<file path="src/rtl/mult_pkg.sv">
package mult_pkg;
    typedef enum logic [1:0] {
        ST_IDLE = 2'd0,
        ST_RUN  = 2'd1,
        ST_DONE = 2'd2
    } mult_state_t;
endpackage

</file>
<file path="src/rtl/mult_adder.sv">
module mult_adder #(
    parameter int N = 32
) (
    input  logic [N-1:0] upper,
    input  logic [N-1:0] addend,
    input  logic         add_en,
    output logic [N:0]   sum
);
    logic [N-1:0] gated;

    always_comb begin
        gated = add_en ? addend : '0;
        sum   = {1'b0, upper} + {1'b0, gated};
    end
endmodule

</file>
<file path="src/rtl/mult_datapath.sv">
module mult_datapath #(
    parameter int N = 32
) (
    input  logic           clk,
    input  logic           rst_n,
    input  logic           load,
    input  logic           step,
    input  logic [N-1:0]   mcand,
    input  logic [N-1:0]   mplier,
    output logic [2*N-1:0] acc
);
    localparam int W = 2 * N;

    logic [N-1:0] mcand_q;
    logic [N:0]   sum;

    mult_adder #(.N(N)) u_add (
        .upper  (acc[W-1:N]),
        .addend (mcand_q),
        .add_en (acc[0]),
        .sum    (sum)
    );

    always_ff @(posedge clk or negedge rst_n) begin
        if (!rst_n) begin
            acc     <= '0;
            mcand_q <= '0;
        end else if (load) begin
            acc     <= {{N{1'b0}}, mplier};
            mcand_q <= mcand;
        end else if (step) begin
            acc     <= {sum, acc[N-1:1]};
        end
    end
endmodule

</file>
<file path="src/rtl/mult_ctrl.sv">
module mult_ctrl
    import mult_pkg::*;
#(
    parameter int N = 32
) (
    input  logic clk,
    input  logic rst_n,
    input  logic start,
    output logic load,
    output logic step,
    output logic busy,
    output logic done
);
    localparam int CW = (N > 1) ? $clog2(N) : 1;
    localparam logic [CW-1:0] LAST = CW'(N - 1);

    mult_state_t state, state_nx;
    logic [CW-1:0] step_cnt;
    logic          last_step;

    assign last_step = (step_cnt == LAST);

    always_ff @(posedge clk or negedge rst_n) begin
        if (!rst_n) begin
            state    <= ST_IDLE;
            step_cnt <= '0;
        end else begin
            state <= state_nx;
            if (load)
                step_cnt <= '0;
            else if (step)
                step_cnt <= step_cnt + 1'b1;
        end
    end

    always_comb begin
        state_nx = state;
        unique case (state)
            ST_IDLE: if (start)     state_nx = ST_RUN;
            ST_RUN:  if (last_step) state_nx = ST_DONE;
            ST_DONE: if (start)     state_nx = ST_RUN;
            default:                state_nx = ST_IDLE;
        endcase
    end

    always_comb begin
        load = 1'b0;
        step = 1'b0;
        busy = 1'b0;
        done = 1'b0;
        unique case (state)
            ST_IDLE: load = start;
            ST_RUN: begin
                step = 1'b1;
                busy = 1'b1;
            end
            ST_DONE: begin
                load = start;
                done = 1'b1;
            end
            default: ;
        endcase
    end
endmodule

</file>
<file path="src/rtl/seq_mult.sv">
module seq_mult #(
    parameter int N = 32
) (
    input  logic           clk,
    input  logic           rst_n,
    input  logic           start,
    input  logic [N-1:0]   mcand,
    input  logic [N-1:0]   mplier,
    output logic           busy,
    output logic           done,
    output logic [2*N-1:0] prod,
    output logic [N-1:0]   prod_hi,
    output logic [N-1:0]   prod_lo
);
    logic load;
    logic step;

    mult_ctrl #(.N(N)) u_ctrl (
        .clk   (clk),
        .rst_n (rst_n),
        .start (start),
        .load  (load),
        .step  (step),
        .busy  (busy),
        .done  (done)
    );

    mult_datapath #(.N(N)) u_dp (
        .clk    (clk),
        .rst_n  (rst_n),
        .load   (load),
        .step   (step),
        .mcand  (mcand),
        .mplier (mplier),
        .acc    (prod)
    );

    assign prod_hi = prod[2*N-1:N];
    assign prod_lo = prod[N-1:0];
endmodule

</file>
<file path="config.mk">
export PLATFORM = sky130hd
export DESIGN_NAME = seq_mult
export DESIGN_NICKNAME = d
export VERILOG_FILES = /design/src/rtl/mult_pkg.sv /design/src/rtl/mult_adder.sv /design/src/rtl/mult_datapath.sv /design/src/rtl/mult_ctrl.sv /design/src/rtl/seq_mult.sv
export SDC_FILE = /design/constraint.sdc
export NUM_CORES = 1
export LEC_CHECK = 0
export ABC_AREA = 0
export BUFFER_PORTS_ARGS = -buffer_cell sky130_fd_sc_hd__buf_2
export CAP_MARGIN = 20
export CORE_ASPECT_RATIO = 1.2
export CORE_UTILIZATION = 52
export DETAILED_ROUTE_END_ITERATION = 8
export PLACE_DENSITY = 0.77
export SLEW_MARGIN = 20
export SYNTH_ARGS = -nofsm -noshare
export SYNTH_HDL_FRONTEND = slang
export SYNTH_SLANG_ARGS = --single-unit
</file>
<file path="constraint.sdc">
create_clock -name clk -period 3.95 [get_ports clk]
set_clock_uncertainty 0.05 [all_clocks]
set_input_delay 0.1975 -clock clk [delete_from_list [all_inputs] [get_ports clk]]
set_output_delay 0.1975 -clock clk [all_outputs]
set_load 0.01 [all_outputs]
</file>
==> flow_summary.ini, run 1 <==
[clock_network]
cts_tree = done
cts.reportedPaths.clkPinSlew_ns = 0.08
numCtsBuffers = 9
cts_root_buffer = clkbuf_16
cts_resized = 0
cts.sink_count = 103
htreeDepth = 3
insertion_delay_ns = 0.36
cts.path.max_buffers = 2

[hold_path]
hold_class = primary input to flip-flop

[die]
core_um2 = 12100
start_util = 0.534
die-area_um2 = 12900
die_height_um = 124
ios = 197
rows = 44
die_w_um = 104

[timing]
whs_ns = -0.00107
rsz0062_at_grt = no
worst_pin_slew_ns = 0.936
min_period_ns = 3.51
setup_tns_ns = 0
maxSlewViolCount = 0
finalSetupViolCount = 0
finalWorstSetupSlack_ns = 0.443
timing.slew.headroom = 0.376
period_share = 0.888
fmax_mhz = 285
finalHoldViolCount = 1

[yosys]
ys_top_cells_by_area = dfrtp_1, nand2_1, buf_4
syn_area_per_cell_um2 = 8.42
synth_top_area_share = 0.399
syn_area_um2 = 6470
synth_flop_cell = dfrtp_1
synth_commonest_cells = nand2_1, dfrtp_1, buf_4, o21ai_0, clkbuf_1
synth-seq-area-share = 0.399
synth_fp_nets = 870
yosys_register_bits = 103
async_reset_ff_frac = 1.00
synth_top_area_cell = dfrtp_1
yosys_warnings = 0
synth_edf_count = 0
yosysMostFrequentCell = nand2_1
synth_cell_types = 52
synthCells = 768

[critical_path]
cp.arrival_ns = 3.67
critical-path-top-delay-family = compound AO/OA/AOI/OAI gates
r2r_slack_ns = 0.44
crit_buf_inv = 0
end_kind = flip-flop
cp_common_cell = o21ai_0
slowest_delay_ns = 0.67
critPathKind = flip-flop to flip-flop
cp_max_fo = 19
cp_data_required_time_ns = 4.12
critPathSlowestCell = o31ai_1
start_kind = flip-flop
worstPathCellList = and2_1 > ha_1 > fa_1 > a21o_1 > a221oi_4 > nor3_1 > o31ai_1 > o21ai_0 > xnor2_1 > o21ai_0

[finish]
instances_no_fill = 1084
nNetsFinal = 1020
diodes = 0
area_delta_synth_final_pct = 20.6
drive_above_1_share = 0.244

[detailed_routing]
avgViaCountPerCell = 5.48
drt_iter0_markers = 309
drt_first_pass_iters = 7
ant_nets = 0
drc = 0
routedWlPerCell_um = 15.4
num_vias = 5943
routed_wl_mm = 16.7

[power]
swShare = 0.471
p_total_mw = 7.15
p_seq_frac = 0.296
power.internal_mw = 3.78
p_switching_mw = 3.37
ir_drop_v = 0.000499
clock_power_share = 0.126
comb_power_share = 0.578
p_leak_nw = 4.07
powerDensity_nw_per_um2 = 916

[placed_design]
place.gp.congestion = 0.879
dp_cells = 1026
dp_slack_ns = 0.479
port_buffers = 196
hpwl_mm = 11.5

[grt]
grt_max_degree = 76
antenna_found_initial = 0
track_usage = 0.268
gr-total-overflow = 0
grt_pass1_vias = 5729
grt_pass1_wl_mm = 27.6

[status]
status = finished, violations left
violations = hold timing

[run]
cap_viol_max_count = 0
cells in the final DEF, fill, tap and decap left out, drive strengths merged, types with 3 or more instances in the layout:
cell,instances
a22oi,31
a21o,21
clkbuf,10
nand2,212
o31ai,4
or3,4
ha,34
nand2b,4
o21a,3
xor2,14
and2,34
nand3,4
inv,13
nand4,8
buf,203
a22o,6
o211ai,8
and3,7
a31oi,6
nor2,24
nor3,6
dlygate4sd3,42
a21oi,32
o21ai,47
dfrtp,103
xnor2,12
sequential cells by signal, indices dropped and copies added (netlist names):
register	count
u_dp.mcand_q	32
u_ctrl.step_cnt	5
u_ctrl.state	2
u_dp.acc	64
final cells by class:
class / count / area, um2
clock buffer: 10 / 239
multi-input combinational: 550 / 3230
sequential: 103 / 2580
timing repair buffer: 245 / 1460
fill: 1091 / 4310
clock inverter: 6 / 61.3
tap: 161 / 201
inverter: 9 / 33.8
cells by family (layout without fill, tap and decap cells):
kind of cell / count (synthesis) / in the layout / share of synthesized area
AO/OA/AOI/OAI: 179 / 179 / 0.184
XOR/XNOR: 26 / 26 / 0.0352
adder cells (fa/ha/maj): 35 / 35 / 0.0689
buffers and inverters: 115 / 270 / 0.104
flip-flops: 103 / 103 / 0.399
multiplexers: 1 / 1 / 0.00155
AND/OR/NAND/NOR: 309 / 309 / 0.207
power by group through the flow:
| stage | Sequential, mW | Clock, mW | Combinational (mW) |
|---|---|---|---|
| 2_1_floorplan | 2.14 | 0 | 3.10 |
| 3_3_place_gp | 2.10 | 0 | 4.00 |
| 6_report | 2.11 | 0.900 | 4.13 |
| 3_5_place_dp | 2.11 | 0 | 4.08 |
| 4_1_cts | 2.10 | 0.917 | 4.13 |
| 5_1_grt | 2.19 | 0.958 | 4.64 |
metal layers:
metal	GRT usage	up-vias	wire length (um)
li1	-	2858	-
met1	0.333	2848	7010
met2	0.476	210	8450
met3	0.0408	27	931
met4	0.0955	0	312
met5	0	-	0
worst paths after layout:
kind | start | to | depth (start not counted)
max in group asynchronous | rst_n | u_dp.acc[59] | 3
max | u_dp.acc[0] | u_dp.acc[57] | 10
max reg2reg | u_dp.acc[0] | u_dp.acc[57] | 10
min in group asynchronous | rst_n | u_dp.mcand_q[11] | 2
min reg2reg | u_dp.mcand_q[24] | u_dp.mcand_q[24] | 2
min | mplier[21] | u_dp.acc[21] | 3
worst register-to-register path: stages (launching register included):
cell and delay (ns):
dfrtp_1 0.58, and2_1 0.25, ha_1 0.22, fa_1 0.42
a21o_1 0.24, a221oi_4 0.30, nor3_1 0.11, o31ai_1 0.67
o21ai_0 0.26, xnor2_1 0.19, o21ai_0 0.10
timing repair:
action | 4_1_cts | 5_1_grt
hold endpoints to repair | 115 | 0
hold buffers | 42 | 0
setup buffers | 0 | 0
through the flow:
step                      instance area [um2]  utilization
after floorplan                          6470            -
after CTS                                7800        0.644
after global routing                     7800        0.644
after global placement                   7080        0.584
final                                    7800        0.644
after detailed placement                 7080        0.584
No activity file was read; power rests on OpenSTA's default activity.
==> run 2: changes to the inputs <==
Settings changed: CORE_UTILIZATION 52 to 53, SYNTH_HIERARCHICAL from default to 1.
==> run 2 against run 1 <==
Net effect:
- the flow now finishes without violations
- cell area about the same
- worst hold slack better by 0.0097 ns
- synthesized area up 6.7%
- synthesized cell count down 13%
- die area up 4.6%
- register-to-register slack better by 0.26 ns
- critical path depth up 2
- sequential share of layout area about the same
- global-route usage down 3.5 points
- clock power down 6.7%
- combinational power up 17%
==> flow_summary.ini, run 2 <==
[yosys]
synth_top_area_share = 0.373
synth_cell_types = 59
synthCells = 667
yosys_warnings = 6
synth_flop_cell = dfrtp_1
synth_top_area_cell = dfrtp_1
async_reset_ff_frac = 1.00
yosysMostFrequentCell = dfrtp_1
syn_area_um2 = 6900
ys_top_cells_by_area = dfrtp_1, mux2i_1, buf_4
synth_edf_count = 0
syn_area_per_cell_um2 = 10.3
synth_fp_nets = 769
yosys_register_bits = 103
synth-seq-area-share = 0.373
synth_commonest_cells = dfrtp_1, buf_4, mux2i_1, nand2_1, nor2_1

[power]
powerDensity_nw_per_um2 = 998
p_total_mw = 7.78
ir_drop_v = 0.000506
p_leak_nw = 4.32

[die]
rows = 45
die-area_um2 = 13500
start_util = 0.545
core_um2 = 12700
die_height_um = 127
die_w_um = 106
ios = 197

[placed_design]
place_area_um2 = 7400
dp_slack_ns = 0.702
hpwl_mm = 11.1
port_buffers = 196
dp_cells = 940
place.gp.congestion = 0.861

[finish]
largest_reg_flops = 64
diodes = 0
nNetsFinal = 899
utilization = 0.615
layout_common_cells = buf_2, dfrtp_1, mux2i_1, nand2_1, nor2_1
instances_no_fill = 965
largestRegisters = u_dp/acc x64, u_dp/mcand_q x32, u_ctrl/step_cnt x5
area_delta_synth_final_pct = 12.9
largest-register = u_dp/acc
fin_area_um2 = 7790
layout_commonest_cell = buf_2
drive_above_1_share = 0.345

[clock_network]
cts_resized = 0
cts_tree = done
cts.sink_count = 103
htreeDepth = 3
cts_root_buffer = clkbuf_16
cts.path.max_buffers = 2
numCtsBuffers = 9
cts.reportedPaths.clkPinSlew_ns = 0.07
insertion_delay_ns = 0.35

[critical_path]
critPathKind = flip-flop to flip-flop
cp_data_required_time_ns = 4.11
cp.arrival_ns = 3.40
start_kind = flip-flop
cp_max_fo = 13
end_kind = flip-flop

[timing]
period_share = 0.822
setup_tns_ns = 0
finalWorstSetupSlack_ns = 0.701
whs_ns = 0.00865
finalSetupViolCount = 0
fmax_mhz = 308
maxSlewViolCount = 0
min_period_ns = 3.25
worst_pin_slew_ns = 0.811
finalHoldViolCount = 0
rsz0062_at_grt = no
timing.slew.headroom = 0.459

[detailed_routing]
routedWlPerCell_um = 15.7
avgViaCountPerCell = 5.44
num_vias = 5251
drt_first_pass_iters = 5
drt_iter0_markers = 212
drc = 0
routed_wl_mm = 15.2
ant_nets = 0

[grt]
use_met2 = 0.411
busiest_layer = met2
grt_pass1_wl_mm = 25.1
gr-usage-met3 = 0.0439
grtUsageMet1 = 0.284
grt_max_degree = 78
gr-total-overflow = 0
antenna_found_initial = 0
track_usage = 0.232
grt_pass1_vias = 5207

[hold_path]
hold_class = primary input to flip-flop

[status]
status = finished clean

[run]
cap_viol_max_count = 0
[run 2: layout make-up]
class / instances / area (um2)
Multi-Input combinational cell: 461 / 3550
Fill cell: 1074 / 4880
Clock buffer: 11 / 243
Sequential cell: 103 / 2580
Clock inverter: 4 / 30.0
Inverter: 10 / 40.0
Tap cell: 164 / 205
Timing Repair Buffer: 212 / 1150
[run 2: logic make-up after synthesis]
| group | count (synthesis) | share of synthesized area |
|---|---|---|
| AOI/OAI and AO/OA | 136 | 0.137 |
| xor gates and xnor gates | 29 | 0.0368 |
| adders and majority gates | 35 | 0.0645 |
| buffers and inverters | 103 | 0.112 |
| DFF | 103 | 0.373 |
| muxes | 100 | 0.165 |
| and+or+nand+nor | 161 | 0.111 |
[run 2: path summary, 6_finish.rpt]
| path | from | cells past startpoint | to | slack (ns) |
|---|---|---|---|---|
| worst max-delay path | u_dp/acc[0] | 12 | u_dp/acc[61] | 0.70 |
| worst min-delay path | mplier[21] | 3 | u_dp/acc[21] | 0.009 |
| worst max register to register | u_dp/acc[0] | 12 | u_dp/acc[61] | 0.70 |
| worst min register to register | u_ctrl/step_cnt[3] | 1 | u_ctrl/step_cnt[3] | 0.44 |
| max in group asynchronous | rst_n | 4 | u_dp/acc[34] | 2.57 |
| min in group asynchronous | rst_n | 2 | u_dp/acc[45] | 0.27 |
[run 2: timing repair]
item	in CTS	in global routing
hold endpoints to repair	23	0
hold buffers	9	0
setup buffers	0	0
endpoints found under the setup margin	0	0
[run 2: power by group]
group	total, mW	switching [mW]	leakage (nW)	internal, mW
logic	4.82	2.61	2.94	2.21
clock network	0.840	0.395	0.132	0.445
registers	2.11	0.492	1.24	1.62
total	7.78	3.50	4.32	4.28
[run 2: critical path, stage by stage, from the launching register on]
cell,delay (ns)
dfrtp_1,0.51
and2_1,0.23
ha_1,0.21
fa_1,0.42
a211o_1,0.34
a211oi_2,0.31
o31ai_2,0.16
a31oi_4,0.24
a21oi_2,0.11
a211oi_1,0.24
nor2b_1,0.07
mux2i_1,0.14
nor2_1,0.06
[run 2: per-layer routing]
metal	vias up	part of all wire	routed length [um]
li1	2517	-	-
met1	2524	0.42	6340
met2	193	0.51	7760
met3	17	0.056	849
met4	0	0.015	225
met5	-	0	0
==> run 3: changes to the inputs <==
Clock period 3.95 ns to 3.3 ns, I/O delays scaled along.
==> run 3 against run 2 <==
Net effect:
- register-to-register slack got worse by 0.46 ns
- sequential power rose by 19%
- largest cell class unchanged
- clock power grew 14%
- largest power group unchanged
- wire length rose by 4.8%
- via count rose by 3.3%
- first-iteration DRC count decreased by 3.8%
- utilization increased by 4.0 points
==> flow_summary.ini, run 3 (synthesis gave the netlist of run 2 again) <==
[finish]
nNetsFinal = 950
diodes = 0
layout_commonest_cell = buf_2
drive_above_1_share = 0.321
largest-register = u_dp/acc
largest_reg_flops = 64
area_delta_synth_final_pct = 20.3
register_area_um2 = 2580
layout_common_cells = buf_2, dfrtp_1, mux2i_1, dlygate4sd3_1, nand2_1
multi_input_area_um2 = 3560
largestRegisters = u_dp/acc x64, u_dp/mcand_q x32, u_ctrl/step_cnt x5
fillers = 994

[critical_path]
end_kind = flip-flop
start_kind = flip-flop
critPathSlowestCell = fa_1
r2r_cells = 12
critPathKind = flip-flop to flip-flop
reg2reg_to = u_dp/acc[61]
cp-startpoint = u_dp/acc[0]
r2r-start = u_dp/acc[0]
crit_path_end = u_dp/acc[61]
cp_max_fo = 4
cp.arrival_ns = 3.21
r2r_slack_ns = 0.24
worstPathCellList = and2_1 > ha_1 > fa_1 > a211o_1 > a211oi_4 > o31ai_2 > a31oi_4 > a21oi_2 > a211oi_1 > nor2b_1 > mux2i_1 > nor2_1
cp_data_required_time_ns = 3.45
slowest_delay_ns = 0.43

[timing]
period_share = 0.927
rsz0062_at_grt = no
finalHoldViolCount = 0
maxSlewViolCount = 0
worst_pin_slew_ns = 0.828
setup_tns_ns = 0
fmax_mhz = 327
timing.slew.headroom = 0.448
finalSetupViolCount = 0
finalWorstSetupSlack_ns = 0.240
min_period_ns = 3.06

[detailed_routing]
drt_first_pass_iters = 4
routed_wl_mm = 15.9
avgViaCountPerCell = 5.35
routedWlPerCell_um = 15.7
drc = 0
drt_iter0_markers = 204
ant_nets = 0
num_vias = 5426

[grt]
grt_pass1_wl_mm = 26.0
track_usage = 0.241
grt_max_degree = 87
grt_pass1_vias = 5462
gr-total-overflow = 0
antenna_found_initial = 0

[status]
status = finished clean

[die]
core_um2 = 12700
ios = 197
die_w_um = 106
start_util = 0.545
rows = 45
die-area_um2 = 13500
die_height_um = 127

[clock_network]
insertion_delay_ns = 0.35
cts_tree = done
cts.sink_count = 103
post_cts_buffers = 0
numCtsBuffers = 9
cts.reportedPaths.clkPinSlew_ns = 0.07
cts_root_buffer = clkbuf_16
htreeDepth = 3
cts.path.max_buffers = 2

[power]
powerDensity_nw_per_um2 = 1130
p_leak_nw = 4.53
p_total_mw = 9.36
ir_drop_v = 0.000739

[placed_design]
hpwl_mm = 10.7
place.gp.congestion = 0.837
dp_slack_ns = 0.221
port_buffers = 196

[hold_path]
hold_class = primary input to flip-flop

[run]
cap_viol_max_count = 0
run 3: worst max-delay path, delay by kind of cell (launching register included):
family	cells	cell delay [ns]
simple gates	3	0.29
flops	1	0.38
fa+ha+maj	2	0.63
mux	1	0.15
compound gates	6	1.41
run 3: cell type report:
cell class	instances	area share
well taps	164	0.0247
clock buffers	11	0.0280
inverters	10	0.00482
repair buffers	263	0.201
clock inverters	3	0.00271
flip-flops and latches	103	0.310
multi-input cells	461	0.429
run 3: per-stage QoR:
step	utilization	cells	hold slack, ns	area, um2
final	0.656	1015	0.0135	8300
after CTS	0.654	1014	0.00152	8280
after global placement	0.586	940	0.325	7430
after global routing	0.656	1015	0.0165	8300
after detailed placement	0.586	940	0.326	7430
after floorplan	-	667	-0.181	6900
run 3: worst min-delay path by stage:
stage | endpoint | cells after the start | from
global placement | u_dp/acc[31] | 3 | mplier[31]
floorplan | u_ctrl/state[0] | 0 | rst_n
global route | u_dp/mcand_q[31] | 2 | mcand[31]
detailed placement | u_dp/acc[31] | 3 | mplier[31]
CTS | u_dp/mcand_q[16] | 1 | rst_n
finish | u_dp/mcand_q[31] | 2 | mcand[31]
run 3: routing by layer:
layer	vias up	routed length, um	track usage
li1	2618	-	-
met1	2625	6660	0.284
met2	164	8260	0.433
met3	19	729	0.0403
met4	0	239	0.0940
met5	-	0	0
run 3: what timing repair did:
| item | CTS | global route |
|---|---|---|
| endpoints found under the hold margin | 60 | 85 |
| gates resized for setup | 0 | 1 |
| setup endpoints to repair | 0 | 1 |
| hold buffers | 60 | 1 |
run 3: power breakdown:
group	internal, mW	switching, mW
Combinational	2.71	3.17
Sequential	1.94	0.574
Clock	0.505	0.455
